[src/rtl/prbs_pkg.sv]
// Package: shared constants and types for the PRBS bit-error tester.
// Assumes a link carrying one bit per clock and a 32-bit sync word.
package prbs_pkg;

    localparam int          SYNC_W    = 32;
    localparam logic [31:0] SYNC_WORD = 32'hAAAA_5555;

    typedef enum logic {
        FORM_FIB = 1'b0,
        FORM_GAL = 1'b1
    } lfsr_form_e;

    typedef enum logic [1:0] {
        TX_IDLE = 2'd0,
        TX_SYNC = 2'd1,
        TX_PRBS = 2'd2
    } tx_state_e;

    localparam logic [1:0] REG_ERRS   = 2'd0;
    localparam logic [1:0] REG_BITS   = 2'd1;
    localparam logic [1:0] REG_STATUS = 2'd2;

endpackage

[src/rtl/prbs_lfsr.sv]
// Module: prbs_lfsr
// A two-tap LFSR that runs in Fibonacci or Galois form, chosen at run time.
// Assumes LEN > TAP >= 1 and a nonzero SEED. When reload and advance are
// both high, reload wins. The output bit shows the current state's bit.
module prbs_lfsr
    import prbs_pkg::*;
#(
    parameter int             LEN  = 31,
    parameter int             TAP  = 28,
    parameter logic [LEN-1:0] SEED = 31'h1ACE_2B5F
) (
    input  logic clk,
    input  logic rst_n,
    input  logic form,
    input  logic reload,
    input  logic advance,
    output logic bit_out
);

    localparam logic [LEN-1:0] GAL_MASK = (LEN'(1) << (LEN - 1)) | (LEN'(1) << (TAP - 1));

    logic [LEN-1:0] state_q;
    logic [LEN-1:0] fib_next;
    logic [LEN-1:0] gal_next;

    // Next state for each form.
    always_comb begin
        fib_next = {state_q[LEN-2:0], state_q[LEN-1] ^ state_q[TAP-1]};
        gal_next = (state_q >> 1) ^ (state_q[0] ? GAL_MASK : '0);
    end

    // Output bit for the selected form.
    assign bit_out = (form == FORM_GAL) ? state_q[0] : state_q[LEN-1];

    // State register: seed on reset or reload, step on advance.
    always_ff @(posedge clk) begin
        if (!rst_n || reload) begin
            state_q <= SEED;
        end else if (advance) begin
            state_q <= (form == FORM_GAL) ? gal_next : fib_next;
        end
    end

endmodule

[src/rtl/prbs_sat_counter.sv]
// Module: prbs_sat_counter
// An up-counter that stops at all ones. Clear has priority over increment.
module prbs_sat_counter #(
    parameter int W = 32
) (
    input  logic         clk,
    input  logic         rst_n,
    input  logic         clear,
    input  logic         inc,
    output logic [W-1:0] count
);

    logic at_max;

    assign at_max = &count;

    // Count register: clear, else step unless saturated.
    always_ff @(posedge clk) begin
        if (!rst_n || clear) begin
            count <= '0;
        end else if (inc && !at_max) begin
            count <= count + W'(1);
        end
    end

endmodule

[src/rtl/prbs_tx.sv]
// Module: prbs_tx
// Transmit side. While start is low it idles. Once start is seen high it
// sends the sync word MSB first, then the generator stream, one bit per
// clock. The output is decoded from registered state.
module prbs_tx
    import prbs_pkg::*;
#(
    parameter int             LEN  = 31,
    parameter int             TAP  = 28,
    parameter logic [LEN-1:0] SEED = 31'h1ACE_2B5F
) (
    input  logic clk,
    input  logic rst_n,
    input  logic start,
    input  logic form,
    output logic tx_bit,
    output logic tx_valid
);

    localparam int CW = $clog2(SYNC_W);

    tx_state_e     state_q;
    logic [CW-1:0] idx_q;
    logic          gen_bit;

    prbs_lfsr #(.LEN(LEN), .TAP(TAP), .SEED(SEED)) u_gen (
        .clk    (clk),
        .rst_n  (rst_n),
        .form   (form),
        .reload (!start),
        .advance(state_q == TX_PRBS),
        .bit_out(gen_bit)
    );

    // Sequencer: idle, then sync word, then pseudo-random stream.
    always_ff @(posedge clk) begin
        if (!rst_n || !start) begin
            state_q <= TX_IDLE;
            idx_q   <= '0;
        end else begin
            unique case (state_q)
                TX_IDLE: begin
                    state_q <= TX_SYNC;
                    idx_q   <= '0;
                end
                TX_SYNC: begin
                    if (idx_q == CW'(SYNC_W - 1)) begin
                        state_q <= TX_PRBS;
                    end
                    idx_q <= idx_q + CW'(1);
                end
                default: state_q <= TX_PRBS;
            endcase
        end
    end

    // Output decode for the current state.
    always_comb begin
        unique case (state_q)
            TX_SYNC: tx_bit = SYNC_WORD[CW'(SYNC_W - 1) - idx_q];
            TX_PRBS: tx_bit = gen_bit;
            default: tx_bit = 1'b0;
        endcase
        tx_valid = (state_q != TX_IDLE);
    end

endmodule

[src/rtl/prbs_rx.sv]
// Module: prbs_rx
// Receive side. It hunts for the sync word one valid bit at a time. After
// the whole word has arrived it locks, starts its generator and compares
// each following valid bit. It emits one-cycle check and error pulses.
module prbs_rx
    import prbs_pkg::*;
#(
    parameter int             LEN  = 31,
    parameter int             TAP  = 28,
    parameter logic [LEN-1:0] SEED = 31'h1ACE_2B5F
) (
    input  logic clk,
    input  logic rst_n,
    input  logic start,
    input  logic form,
    input  logic rx_bit,
    input  logic rx_valid,
    output logic locked,
    output logic chk_pulse,
    output logic err_pulse
);

    logic [SYNC_W-1:0] win_q;
    logic [SYNC_W-1:0] win_next;
    logic              exp_bit;

    assign win_next  = {win_q[SYNC_W-2:0], rx_bit};
    assign chk_pulse = start && locked && rx_valid;
    assign err_pulse = chk_pulse && (rx_bit != exp_bit);

    prbs_lfsr #(.LEN(LEN), .TAP(TAP), .SEED(SEED)) u_gen (
        .clk    (clk),
        .rst_n  (rst_n),
        .form   (form),
        .reload (!start),
        .advance(chk_pulse),
        .bit_out(exp_bit)
    );

    // Sync hunt: shift valid bits in until the window equals the sync word.
    always_ff @(posedge clk) begin
        if (!rst_n || !start) begin
            win_q  <= '0;
            locked <= 1'b0;
        end else if (!locked && rx_valid) begin
            win_q <= win_next;
            if (win_next == SYNC_WORD) begin
                locked <= 1'b1;
            end
        end
    end

endmodule

[src/rtl/prbs_bert.sv]
// Module: prbs_bert (top)
// Holds the transmitter, the receiver, the two saturating counters and the
// read port. The link between the transmit and receive ports is external.
// Assumes CNT_W >= 2 so the status word fits in rd_data.
module prbs_bert
    import prbs_pkg::*;
#(
    parameter int             CNT_W = 32,
    parameter int             LEN   = 31,
    parameter int             TAP   = 28,
    parameter logic [LEN-1:0] SEED  = 31'h1ACE_2B5F
) (
    input  logic             clk,
    input  logic             rst_n,
    input  logic             start,
    input  logic             form,
    input  logic             cnt_clear,
    output logic             link_tx_bit,
    output logic             link_tx_valid,
    input  logic             link_rx_bit,
    input  logic             link_rx_valid,
    output logic             locked,
    input  logic [1:0]       rd_addr,
    output logic [CNT_W-1:0] rd_data
);

    logic             chk_pulse;
    logic             err_pulse;
    logic [CNT_W-1:0] err_cnt;
    logic [CNT_W-1:0] bit_cnt;

    prbs_tx #(.LEN(LEN), .TAP(TAP), .SEED(SEED)) u_tx (
        .clk     (clk),
        .rst_n   (rst_n),
        .start   (start),
        .form    (form),
        .tx_bit  (link_tx_bit),
        .tx_valid(link_tx_valid)
    );

    prbs_rx #(.LEN(LEN), .TAP(TAP), .SEED(SEED)) u_rx (
        .clk      (clk),
        .rst_n    (rst_n),
        .start    (start),
        .form     (form),
        .rx_bit   (link_rx_bit),
        .rx_valid (link_rx_valid),
        .locked   (locked),
        .chk_pulse(chk_pulse),
        .err_pulse(err_pulse)
    );

    prbs_sat_counter #(.W(CNT_W)) u_err_cnt (
        .clk  (clk),
        .rst_n(rst_n),
        .clear(cnt_clear),
        .inc  (err_pulse),
        .count(err_cnt)
    );

    prbs_sat_counter #(.W(CNT_W)) u_bit_cnt (
        .clk  (clk),
        .rst_n(rst_n),
        .clear(cnt_clear),
        .inc  (chk_pulse),
        .count(bit_cnt)
    );

    // Read port: select a counter or the status word.
    always_comb begin
        unique case (rd_addr)
            REG_ERRS:   rd_data = err_cnt;
            REG_BITS:   rd_data = bit_cnt;
            REG_STATUS: rd_data = {{(CNT_W - 2){1'b0}}, form, locked};
            default:    rd_data = '0;
        endcase
    end

endmodule

[config.mk]
export PLATFORM = sky130hd
export DESIGN_NAME = prbs_bert
export DESIGN_NICKNAME = d
export VERILOG_FILES = /design/src/rtl/prbs_pkg.sv /design/src/rtl/prbs_lfsr.sv /design/src/rtl/prbs_sat_counter.sv /design/src/rtl/prbs_tx.sv /design/src/rtl/prbs_rx.sv /design/src/rtl/prbs_bert.sv
export SDC_FILE = /design/constraint.sdc
export NUM_CORES = 1
export LEC_CHECK = 0
export ABC_AREA = 0
export BUFFER_PORTS_ARGS = -buffer_cell sky130_fd_sc_hd__buf_2
export CORE_UTILIZATION = 28
export DETAILED_ROUTE_END_ITERATION = 16
export HOLD_SLACK_MARGIN = 0.05
export PLACE_DENSITY = 0.49
export SYNTH_ARGS = -nofsm -noshare
export SYNTH_HDL_FRONTEND = slang
export SYNTH_HIERARCHICAL = 1
export SYNTH_SLANG_ARGS = --single-unit
[constraint.sdc]
create_clock -name clk -period 5.3 [get_ports clk]
set_input_delay 0.53 -clock clk [delete_from_list [all_inputs] [get_ports clk]]
set_output_delay 0.53 -clock clk [all_outputs]
set_load 0.005 [all_outputs]
Word level (Yosys, flattened, before mapping)
Memory sizes are Yosys's and may differ from the RTL's.
Index checks and enable logic that the tools add are counted.
{"block": "op_classes", "add_sub_neg": 4, "magnitude_cmp": 1, "eq_ne": 8, "n_mux": 12, "bitwise_logic": 4, "n_reduce_logical": 20}
{"cell": "31-bit 2-to-1 mux", "n": 4}
{"cell": "32-bit case mux with 3 select lines", "n": 1}
{"cell": "32-bit by 1-bit adder with 32-bit output (second input constant)", "n": 2}
{"cell": "32-bit AND reduction", "n": 2}
{"cell": "30-bit by 31-bit XOR with 31-bit output", "n": 2}
{"cell": "32-bit equality test (second input constant)", "n": 1}
{"cell": "5-bit case mux with 2 select lines", "n": 1}
{"cell": "1-bit logical AND", "n": 6}
{"cell": "5-bit by 6-bit less-than comparator with 1-bit output (second input constant)", "n": 1}
{"cell": "5-bit by 1-bit adder with 5-bit output (second input constant)", "n": 1}
{"cell": "5-bit equality test (second input constant)", "n": 1}
{"cell": "1-bit logical NOT", "n": 5}
{"cell": "5-bit subtractor (first input constant)", "n": 1}
{"cell": "2-bit by 1-bit equality test with 1-bit output (second input constant)", "n": 2}
{"cell": "2-bit equality test (second input constant)", "n": 2}
{"cell": "2-bit logical NOT", "n": 2}
{"cell": "2-bit case mux with 2 select lines", "n": 1}
{"cell": "2-bit nonzero test", "n": 2}
{"cell": "1-bit 2-to-1 mux", "n": 3}
{"cell": "1-bit logical OR", "n": 2}
{"cell": "2-bit 2-to-1 mux", "n": 1}
{"cell": "2-bit by 1-bit inequality test with 1-bit output (second input constant)", "n": 1}
{"cell": "1-bit case mux with 2 select lines", "n": 1}
{"cell": "2-bit AND reduction", "n": 1}
{"cell": "other kinds (2)", "n": 3}
{"block": "totals", "regBits": 165, "mem_bits_ro": 32, "inputBits": 9, "out_inout_bits": 35, "wordCells": 58, "memories": 1}
{"memory": "(no name shown)", "words": 32, "word_bits": 1, "rd": 1, "rd_ports_with_merged_regs": 0, "write_ports": 0, "line_no": "prbs_tx.sv:60", "source": "TX_SYNC: tx_bit = SYNC_WORD[CW'(SYNC_W - 1) - idx_q];"}

Longest topological paths before layout
Gate-level depths: netlist (run 1).
{"block": "logic_depth", "word_depth": 4, "mapped_depth": 10, "mapped_depth_nobuf": 8}

Cells and area by module
Netlist (run 1), hierarchy kept.
{"mod": "prbs_sat_counter", "n_inst": 2, "cells_each": 197, "area_each_um2": 1684.1, "seq_area_each_um2": 640.6}
{"mod": "prbs_lfsr", "n_inst": 2, "cells_each": 143, "area_each_um2": 1452.6, "seq_area_each_um2": 620.6}
{"mod": "prbs_rx", "n_inst": 1, "cells_each": 155, "area_each_um2": 1247.4, "seq_area_each_um2": 640.6}
{"mod": "prbs_bert", "n_inst": 1, "cells_each": 73, "area_each_um2": 546.8, "seq_area_each_um2": 0.0}
{"mod": "prbs_tx", "n_inst": 1, "cells_each": 46, "area_each_um2": 390.4, "seq_area_each_um2": 140.1}

Least setup slack after synthesis (run 1)
No wires, ideal clock.
{"block": "synth_path", "path_type": "input to register", "from": "input port form", "to": "register u_err_cnt.count[29]", "setup_ns": 0.070, "arrival_time_ns": 2.658, "slack_ns": 2.572, "cell_stages": 10, "cell_sequence": "buf_6 > buf_8 > mux2_2 > xor2_1 > and2_1 > and3_1 > nand3_2 > a311o_1 > or3_1 > a21oi_1"}
{"block": "synth_via", "elab_chain_cells": 4}
{"item": "from (decl)", "line_no": "prbs_bert.sv:16", "source": "input logic form,"}
{"item": "1-bit 2-to-1 mux", "line_no": "prbs_lfsr.sv:33", "source": "assign bit_out = (form == FORM_GAL) ? state_q[0] : state_q[LEN-1];"}
{"item": "named net u_rx.exp_bit", "line_no": "prbs_rx.sv:25", "source": "logic exp_bit;"}
{"item": "1-bit inequality test", "line_no": "prbs_rx.sv:29", "source": "assign err_pulse = chk_pulse && (rx_bit != exp_bit);"}
{"item": "1-bit logical AND", "line_no": "prbs_rx.sv:29"}
{"item": "named net err_pulse", "line_no": "prbs_bert.sv:28", "source": "logic err_pulse;"}
{"item": "1-bit logical AND", "line_no": "prbs_sat_counter.sv:21", "source": "end else if (inc && !at_max) begin"}
{"item": "to (signal assigned)", "line_no": "prbs_sat_counter.sv:22", "source": "count <= count + W'(1);"}
{"item": "to (decl)", "line_no": "prbs_sat_counter.sv:10", "source": "output logic [W-1:0] count"}
The timed path passes the listed nets, and every way through them passes these cells.
A chain may end at the register's enable or synchronous reset.

Worst setup path after layout (run 1)
{"block": "layout_path", "from": "register u_rx.locked", "to": "register u_err_cnt.count[28]"}
{"block": "layout_via", "elab_chain_cells": 4}
{"item": "from (decl)", "line_no": "prbs_rx.sv:18", "source": "output logic locked,"}
{"item": "from (signal assigned)", "line_no": "prbs_rx.sv:44", "source": "locked <= 1'b0;"}
{"item": "from (signal assigned)", "line_no": "prbs_rx.sv:48", "source": "locked <= 1'b1;"}
{"item": "1-bit logical AND (2 in a row)", "line_no": "prbs_rx.sv:28", "source": "assign chk_pulse = start && locked && rx_valid;"}
{"item": "named net chk_pulse", "line_no": "prbs_bert.sv:27", "source": "logic chk_pulse;"}
{"item": "1-bit logical AND", "line_no": "prbs_rx.sv:29"}
{"item": "named net err_pulse", "line_no": "prbs_bert.sv:28"}
{"item": "1-bit logical AND", "line_no": "prbs_sat_counter.sv:21"}
The timed path passes the listed nets, and every way through them passes these cells.

==> run_results.csv, run 1 <==
group,metric,value,unit
placement,gp_congestion,0.7682,
logic_synthesis,synthAdderAreaFrac,1.036,%
logic_synthesis,syn_nets,970,
detailed_routing,drt_wl_total,20240,µm
setup_path,cp.buffers_inverters,2,
detailed_routing,via_per_inst,4.990,
logic_synthesis,synth_top_flop_cell,"dfxtp_1",
cells_and_area,drive_gt1_share,12.24,%
logic_synthesis,synth_area_per_cell,8.866,µm²
logic_synthesis,synth_top_area_cell,"dfxtp_1",
logic_synthesis,ys_seq_area_share,39.05,%
clocking,cts-resized-gates,0,
logic_synthesis,synthMuxAreaShare,11.75,%
setup_path,cp_top_family,"simple AND/OR/NAND/NOR gates",
logic_synthesis,synth-edff-count,0,
setup_path,critPathSlowestCell,"or4_1",
setup_path,cp_max_fo,35,
timing,rsz0062_at_grt,"false",
logic_synthesis,synth_top_family_by_area,"simple AND/OR/NAND/NOR gates",
cells_and_area,final_common_cell,"dfxtp_1",
logic_synthesis,synth_compound_area_share,17.65,%
cells_and_area,final_nets,983,
timing,hold_viol_final,0,
floorplanning,io_pins,44,
logic_synthesis,synthCells,954,
detailed_routing,drt_iter0_drc,523,
logic_synthesis,synth-async-reset-ratio,0,%
power_and_ir_drop,p_leak,0.003393,µW
detailed_routing,drtAntennaViolNets,0,
clocking,clk_latency,440,ps
power_and_ir_drop,power-per-cell-area,279.6,nW/µm²
detailed_routing,drt-pass1-iter-count,5,
logic_synthesis,synth_xor_area_share,1.864,%
power_and_ir_drop,vdd_ir_drop_max,188.1,µV
grt,antenna_found_initial,0,
detailed_routing,wire_per_inst,14.77,µm
grt,overflow,0,
logic_synthesis,synth_area,8458,µm²
logic_synthesis,synth_cell_types,66,
setup_path,worstSetupStartpointType,"register",
power_and_ir_drop,finalPower,2628,µW
floorplanning,rows,63,
timing,setup_tns,0,ps
clocking,cts.hold.buffers_added,0,
status,outcome,"completed",
logic_synthesis,synth.top_cell.area_share,39.05,%
cells_and_area,area_growth,11.11,%
logic_synthesis,synth_warnings,6,
setup_path,path_class,"reg2reg",
floorplanning,dieArea,30910,µm²
detailed_routing,drc,0,
setup_path,crit_path_end_kind,"register",
setup_path,worst_ep_arrival_time,3120,ps
clocking,ctsHtreeMaxLevel,4,
floorplanning,core-area,29720,µm²
cells_and_area,diodes,0,
run,drv_cap,0,
setup_path,slowest_delay,510,ps
setup_path,required,5680,ps
grt,grt_max_degree,51,
timing,setup_viol,0,
floorplanning,start_util,28.46,%
timing,fin_crit,2738,ps
clocking,cts_made_buffers,17,
timing,slew_headroom,18.38,%
timing,worst_pin_slew,1224,ps
logic_synthesis,ys_top_cells_by_area,"dfxtp_1 39%, mux2i_1 11%, nor2_1 5.5%, nand2_1 4.3%, a21oi_1 4.2%",
timing,slew_viol_final,0,
timing,fin_crit_sh,51.67,%
clocking,cts.path.max_buffers,2,
floorplanning,dieHeight,175.8,µm
detailed_routing,vias,6836,
timing,fmax,365.2,MHz
placement,port_buffers,43,
clocking,cts_sinks,165,
clocking,cts-root-buf,"clkbuf_16",
clocking,tritoncts,"built",
cells_and_area,final_cell_mix,"165 x dfxtp_1, 123 x nor2_1, 98 x nand2_1",
hold_path,min_path_type,"in2reg",
clocking,post_cts_buffers,0,
grt,grt_pass1_wl,33020,µm
grt,grt_pass1_vias,6220,
clocking,path_clk_slew,70,ps
logic_synthesis,synth-seq-cells,165,
grt,grt_use_total,13.29,%
timing,fin_worst_skew,11.72,ps
setup_path,crit_chain,"and3_1 -> buf_4 -> and2_1 -> inv_1 -> nor3_2 -> o21ai_0 -> or4_1 -> nand2_1",
placement,dp_hpwl,13600,µm
logic_synthesis,synth-simple-area-share,22.91,%
floorplanning,die_x,175.8,µm
## metrics by stage
stage	util (%)	instances	hold WS, ps	worst slack, ps	instance area (µm²)
detailed placement	29.58	1338	449.5	2218	8790
floorplan	-	954	432.3	2572	8458
global route	31.62	1370	396.5	2287	9398
global placement	29.58	1338	447.4	2267	8790
CTS	31.62	1370	373.0	2586	9398
finish	31.62	1370	390.7	2562	9398
## metal layers
| metal | up-vias | global-route usage, % | routed length, µm |
|---|---|---|---|
| li1 | 3524 | - | - |
| met1 | 3212 | 18.67 | 10520 |
| met2 | 90 | 20.37 | 8834 |
| met3 | 10 | 2.944 | 679 |
| met4 | 0 | 3.406 | 201 |
| met5 | - | 0 | 0 |
## kinds of logic after synthesis
logic type,after synthesis
mux,99
flops,165
fa+ha+maj,7
compound gates,221
xor+xnor,18
buf+inv,70
simple gates,374
## report_power, final
group | switching [µW] | internal [µW]
Combinational | 84.1 | 43.1
Sequential | 5.64 | 1250
Clock | 609 | 640
## synth_stat cells, drive strengths merged (3+ instances only)
| master | number |
|---|---|
| o31ai | 5 |
| a41o | 6 |
| nor4 | 4 |
| a211oi | 34 |
| a211o | 32 |
| a31o | 4 |
| and4 | 8 |
| buf | 38 |
| o211ai | 8 |
| dfxtp | 165 |
| nor3b | 3 |
| nor2 | 123 |
| nand2b | 12 |
| mux2i | 97 |
| nand4 | 24 |
| a21oi | 71 |
| or4 | 10 |
| clkbuf | 19 |
| and3 | 10 |
| nand2 | 98 |
| nor3 | 10 |
| inv | 13 |
| a31oi | 17 |
| nand3 | 29 |
| and2 | 3 |
| o21ai | 33 |
| xor2 | 9 |
| nor2b | 8 |
| ha | 7 |
| or3 | 20 |
| xnor2 | 9 |
## path summary, 6_finish.rpt
path / from / to / slack (ps) / cells after the start
setup / recovery: u_rx/locked / u_err_cnt/count[28] / 2560 / 8
setup reg to reg: u_rx/locked / u_err_cnt/count[28] / 2560 / 8
hold / removal: link_rx_bit / u_rx/win_q[0] / 390 / 3
hold reg to reg: u_rx/win_q[30] / u_rx/win_q[30] / 460 / 2
## layout make-up
type	instances	area, µm²
inverter	13	48.80
clock inverter	15	182.7
clock buffer	17	425.4
multi-input combinational	719	4672
fill	3081	20320
tap	390	488.0
timing repair buffer	51	277.8
sequential	165	3303
## flip-flops by register name, summed over array words and instances (netlist names)
register            count
u_tx/state_q            2
u_tx/u_gen/state_q     31
u_rx/win_q             31
u_err_cnt/count        32
u_tx/idx_q              5
u_bit_cnt/count        32
u_rx/locked             1
u_rx/u_gen/state_q     31
## tightest hold or removal path, delay by kind of cell
kind	cells	cell delay (ps)
buf+inv	1	130
simple gates	1	60
compound gates	1	50
(Power assumes the default switching activity.)
==> run 2, diff against run 1 <==
--- a/config.mk
+++ b/config.mk
@@ -10,7 +10,7 @@
 export CORE_UTILIZATION = 28
 export DETAILED_ROUTE_END_ITERATION = 16
 export HOLD_SLACK_MARGIN = 0.05
-export PLACE_DENSITY = 0.49
+export PLACE_DENSITY = 0.5
 export SYNTH_ARGS = -nofsm -noshare
 export SYNTH_HDL_FRONTEND = slang
 export SYNTH_HIERARCHICAL = 1
==> constraint.sdc (replaced) <==
create_clock -name clk -period 2.4 [get_ports clk]
set_input_delay 0.24 -clock clk [delete_from_list [all_inputs] [get_ports clk]]
set_output_delay 0.24 -clock clk [all_outputs]
set_load 0.005 [all_outputs]
==> run_results.csv, run 2 (synthesis gave the netlist of run 1 again) <==
group,metric,value,unit
clocking,clk_latency,430,ps
cells_and_area,final_cells,1400,
floorplanning,start_util,28.46,%
clocking,cts_made_buffers,17,
power_and_ir_drop,intPower,4282,µW
grt,grt_use_total,13.44,%
power_and_ir_drop,clockPowerShare,47.3,%
timing,fin_crit,2231,ps
timing,fmax,448.3,MHz
timing,worst_pin_slew,1010,ps
timing,fin_worst_skew,11.49,ps
detailed_routing,via_per_inst,5.004,
power_and_ir_drop,p_seq_share,47.7,%
clocking,cts-root-buf,"clkbuf_16",
placement,dp_hpwl,14140,µm
timing,setup_viol,0,
timing,slew_viol_final,0,
floorplanning,dieArea,30910,µm²
floorplanning,dieHeight,175.8,µm
clocking,ctsHtreeMaxLevel,4,
clocking,tritoncts,"built",
setup_path,slowest_delay,380,ps
cells_and_area,final_common_cell,"dfxtp_1",
power_and_ir_drop,p_sw,1514,µW
run,drv_cap,0,
clocking,cts.path.max_buffers,2,
hold_path,min_path_type,"in2reg",
timing,fin_crit_sh,92.94,%
setup_path,crit_path_end_kind,"register",
cells_and_area,final_nets,1013,
placement,placed_cells,1368,
timing,hold_viol_final,0,
placement,port_buffers,43,
clocking,path_clk_slew,80,ps
setup_path,worstSetupStartpointType,"register",
clocking,cts_sinks,165,
grt,overflow,0,
detailed_routing,drt_wl_total,20400,µm
timing,slew_headroom,32.68,%
floorplanning,core-area,29720,µm²
setup_path,crit_chain,"mux2_2 -> xor2_1 -> and2_2 -> and3_1 -> nand3_2 -> a311o_1 -> or3_1 -> a21oi_1",
power_and_ir_drop,vdd_ir_drop_max,457.6,µV
detailed_routing,vias,7006,
detailed_routing,drt_iter0_drc,439,
status,outcome,"completed",
cells_and_area,final_cell_mix,"165 x dfxtp_1, 123 x nor2_1, 98 x nand2_1",
grt,antenna_found_initial,0,
detailed_routing,drt-pass1-iter-count,5,
setup_path,path_class,"reg2reg",
grt,grt_max_degree,67,
detailed_routing,drtAntennaViolNets,0,
timing,setup_tns,0,ps
setup_path,cp_max_fo,7,
floorplanning,io_pins,44,
setup_path,required,2750,ps
power_and_ir_drop,p_sw_share,26.12,%
floorplanning,die_x,175.8,µm
grt,grt_pass1_wl,33630,µm
cells_and_area,reg_top3,"u_bit_cnt/count: 32 flops, u_err_cnt/count: 32 flops",
setup_path,critPathSlowestCell,"or3_1",
timing,rsz0062_at_grt,"false",
cells_and_area,nFillCells,3098,
grt,grt_pass1_vias,6421,
power_and_ir_drop,p_leak,0.003563,µW
detailed_routing,drc,0,
power_and_ir_drop,power-per-cell-area,601.3,nW/µm²
power_and_ir_drop,pwr-share-comb,5.1,%
placement,gp_congestion,0.7903,
cells_and_area,drive_gt1_share,14.95,%
cells_and_area,area_growth,13.96,%
setup_path,worst_ep_arrival_time,2590,ps
detailed_routing,wire_per_inst,14.57,µm
cells_and_area,diodes,0,
floorplanning,rows,63,
## run 2: final cells by class
class	instances	area (µm²)	area share [%]
clock buffers	18	439.2	4.556
flip-flops and latches	165	3303	34.27
inverters	13	48.80	0.5062
multi-input cells	719	4679	48.55
repair buffers	81	515.5	5.348
clock inverters	14	165.2	1.713
well taps	390	488.0	5.062
## run 2: layer usage
layer / track usage [%] / part of all wire, % / wire length [µm] / vias to the layer above
met5: 0 / 0 / 0 / -
met4: 4.384 / 1.5 / 304 / 0
met3: 2.771 / 3.1 / 641 / 15
met2: 20.55 / 44 / 9000 / 108
met1: 18.71 / 51 / 10460 / 3303
li1: - / - / - / 3580
## run 2: final timing paths
check | from | to | slack [ps] | depth (start not counted)
max | u_rx/u_gen/state_q[30] | u_err_cnt/count[29] | 170 | 8
min | link_rx_bit | u_rx/win_q[0] | 90 | 3
max reg2reg | u_rx/u_gen/state_q[30] | u_err_cnt/count[29] | 170 | 8
min reg2reg | u_rx/win_q[30] | u_rx/win_q[30] | 460 | 2
## run 2: power groups by stage
stage	clock network, µW	logic, µW	registers (µW)
detailed placement	0	296	2830
finish	2740	293	2760
global route	2930	325	2770
CTS	2840	296	2760
global placement	0	295	2830
floorplan	0	256	2820
## run 2: per-stage QoR
stage	instance area, µm²	hold slack (ps)	util, %	setup WS (ps)	power [µW]
2_1_floorplan	8458	376.0	-	10.74	3080
3_3_place_gp	9027	438.3	30.38	111.5	3122
3_5_place_dp	9027	447.0	30.38	99.20	3123
4_1_cts	9632	63.49	32.41	142.2	5899
5_1_grt	9639	88.77	32.44	27.09	6022
6_report	9639	86.57	32.44	169.5	5796
## run 2: repair_timing
item	in CTS	in global routing
hold buffers	0	0
setup endpoints to repair	0	5
resized for setup	0	2
buffers inserted	0	0
## run 2: critical path: cells and delay by family, from the launching register on
family | cells | cell delay (ps)
and+or+nand+nor | 4 | 920
AOI/OAI and AO/OA | 2 | 510
DFF | 1 | 340
muxes | 1 | 280
xor gates and xnor gates | 1 | 110
==> run 3, diff against run 2 <==
--- a/config.mk
+++ b/config.mk
@@ -8,6 +8,7 @@
 export ABC_AREA = 0
 export BUFFER_PORTS_ARGS = -buffer_cell sky130_fd_sc_hd__buf_2
 export CORE_UTILIZATION = 28
+export CTS_BUF_LIST = sky130_fd_sc_hd__clkbuf_16
 export DETAILED_ROUTE_END_ITERATION = 16
 export HOLD_SLACK_MARGIN = 0.05
 export PLACE_DENSITY = 0.5
==> run_results.csv, run 3 (synthesis gave the netlist of run 1 again) <==
group,metric,value,unit
placement,pre_cts_ws,99.20,ps
hold_path,min_to,"u_rx/win_q[0]",
timing,rsz0062_at_grt,"false",
clocking,cts.path.max_buffers,2,
clocking,cts-root-buf,"clkbuf_16",
setup_path,reg2reg_slack,170,ps
hold_path,holdPathStages,3,
floorplanning,dieHeight,175.8,µm
power_and_ir_drop,p_sw_share,26.24,%
timing,slew_viol_final,0,
power_and_ir_drop,p_leak,0.003557,µW
setup_path,r2r-start,"u_rx/u_gen/state_q[30]",
setup_path,reg2reg_depth,8,
power_and_ir_drop,power-per-cell-area,598.4,nW/µm²
power_and_ir_drop,pwr-share-comb,5.1,%
timing,slew_headroom,32.61,%
setup_path,regToRegEndpoint,"u_err_cnt/count[29]",
clocking,cts_sinks,165,
detailed_routing,drt_wl_total,20430,µm
run,drv_cap,0,
power_and_ir_drop,intPower,4250,µW
floorplanning,io_pins,44,
detailed_routing,drt-pass1-iter-count,8,
detailed_routing,wire_per_inst,14.59,µm
setup_path,cp_max_fo,7,
cells_and_area,final_nets,1013,
grt,grt_pass1_vias,6433,
floorplanning,start_util,28.46,%
placement,placed_cell_area,9027,µm²
setup_path,slowest_delay,380,ps
cells_and_area,design_area,9629,µm²
power_and_ir_drop,p_seq_share,48.0,%
setup_path,worst_ep_arrival_time,2580,ps
floorplanning,die_x,175.8,µm
placement,gp_congestion,0.7903,
cells_and_area,final_common_cell,"dfxtp_1",
grt,antenna_found_initial,0,
detailed_routing,drt_iter0_drc,442,
setup_path,crit_path_end_kind,"register",
setup_path,worstSetupStartpointType,"register",
timing,setup_tns,0,ps
hold_path,hold_path.startpoint,"link_rx_bit",
setup_path,critPathSlowestCell,"or3_1",
placement,port_buffers,43,
cells_and_area,drive_gt1_share,14.85,%
power_and_ir_drop,p_sw,1512,µW
detailed_routing,wl_met2,9017,µm
clocking,post_cts_buffers,0,
detailed_routing,drtAntennaViolNets,0,
clocking,path_clk_slew,80,ps
grt,grt_max_degree,67,
clocking,ctsHtreeMaxLevel,4,
cells_and_area,final_cells,1400,
status,outcome,"completed",
floorplanning,dieArea,30910,µm²
hold_path,min_path_type,"in2reg",
timing,setup_viol,0,
setup_path,crit_chain,"mux2_2 -> xor2_1 -> and2_2 -> and3_1 -> nand3_2 -> a311o_1 -> or3_1 -> a21oi_1",
cells_and_area,diodes,0,
detailed_routing,drc,0,
timing,fin_worst_skew,11.44,ps
detailed_routing,highest_layer,"met4",
detailed_routing,via_per_inst,4.991,
grt,grt_use_total,13.45,%
timing,hold_viol_final,0,
setup_path,cp_top_family,"simple AND/OR/NAND/NOR gates",
cells_and_area,reg_top3,"u_bit_cnt/count: 32 flops, u_err_cnt/count: 32 flops",
detailed_routing,vias,6988,
clocking,cts_made_buffers,17,
timing,fmax,448.6,MHz
timing,worst_pin_slew,1011,ps
placement,dp_hpwl,14140,µm
clocking,clk_latency,430,ps
detailed_routing,wl_met1,10420,µm
clocking,tritoncts,"built",
detailed_routing,wl_met3,672,µm
power_and_ir_drop,finalPower,5762,µW
grt,grt_pass1_wl,33660,µm
grt,overflow,0,
placement,placed_cells,1368,
timing,fin_ws,170.8,ps
floorplanning,core-area,29720,µm²
setup_path,path_class,"reg2reg",
cells_and_area,area_growth,13.85,%
power_and_ir_drop,vdd_ir_drop_max,455.8,µV
setup_path,cp.buffers_inverters,0,
floorplanning,rows,63,
cells_and_area,final_cell_mix,"165 x dfxtp_1, 123 x nor2_1, 98 x nand2_1",
timing,fin_crit_sh,92.88,%
power_and_ir_drop,clockPowerShare,47.0,%
timing,fin_crit,2229,ps
setup_path,required,2750,ps
==> run 3: cell types whose count changed in the layout (fill, tap and decap cells not counted), sizes merged <==
cell and delta:
clkinv +1, clkbuf -1
==> run 3: metrics by stage <==
step           util [%]  hold WS (ps)
2_1_floorplan         -         376.0
3_3_place_gp      30.38         438.3
3_5_place_dp      30.38         447.0
4_1_cts           32.38         63.49
5_1_grt           32.40         88.77
6_report          32.40         87.62
==> run 3: timing repair <==
action                     4_1_cts  5_1_grt
hold buffers                     0        0
hold endpoints to repair         0        0
resized for setup                0        2
setup endpoints to repair        0        5
==> run 3: area by class of cell <==
type / count / area (µm²)
inverters: 13 / 48.80
multi-input cells: 719 / 4679
repair buffers: 81 / 515.5
flip-flops and latches: 165 / 3303
clock inverters: 15 / 168.9
fillers: 3100 / 20090
well taps: 390 / 488.0
clock buffers: 17 / 425.4
==> run 3: routing by layer <==
layer	GRT usage (%)	up-vias
li1	-	3581
met1	18.71	3278
met2	20.59	113
met3	2.771	16
met4	4.384	0
met5	0	-
==> run 3: tightest hold or removal path: stages <==
cell and delay [ps]:
buf_2 130, nand2_1 60, a21oi_1 50
==> run 3: worst max path at each step <==
stage	endpoint	slack [ps]	startpoint	depth (start not counted)
3_5_place_dp	u_err_cnt/count[28]	100	form	9
6_report	u_err_cnt/count[29]	170	u_rx/u_gen/state_q[30]	8
2_1_floorplan	u_err_cnt/count[29]	10	form	10
4_1_cts	u_err_cnt/count[29]	140	u_rx/u_gen/state_q[30]	8
5_1_grt	u_bit_cnt/count[28]	30	u_bit_cnt/count[0]	6
3_3_place_gp	u_err_cnt/count[29]	110	form	9
==> run 3: power by group through the flow <==
stage	Clock, µW	Combinational [µW]	Sequential, µW
6_report	2710	293	2760
5_1_grt	2900	325	2770
4_1_cts	2810	296	2760
3_5_place_dp	0	296	2830
3_3_place_gp	0	295	2830
2_1_floorplan	0	256	2820
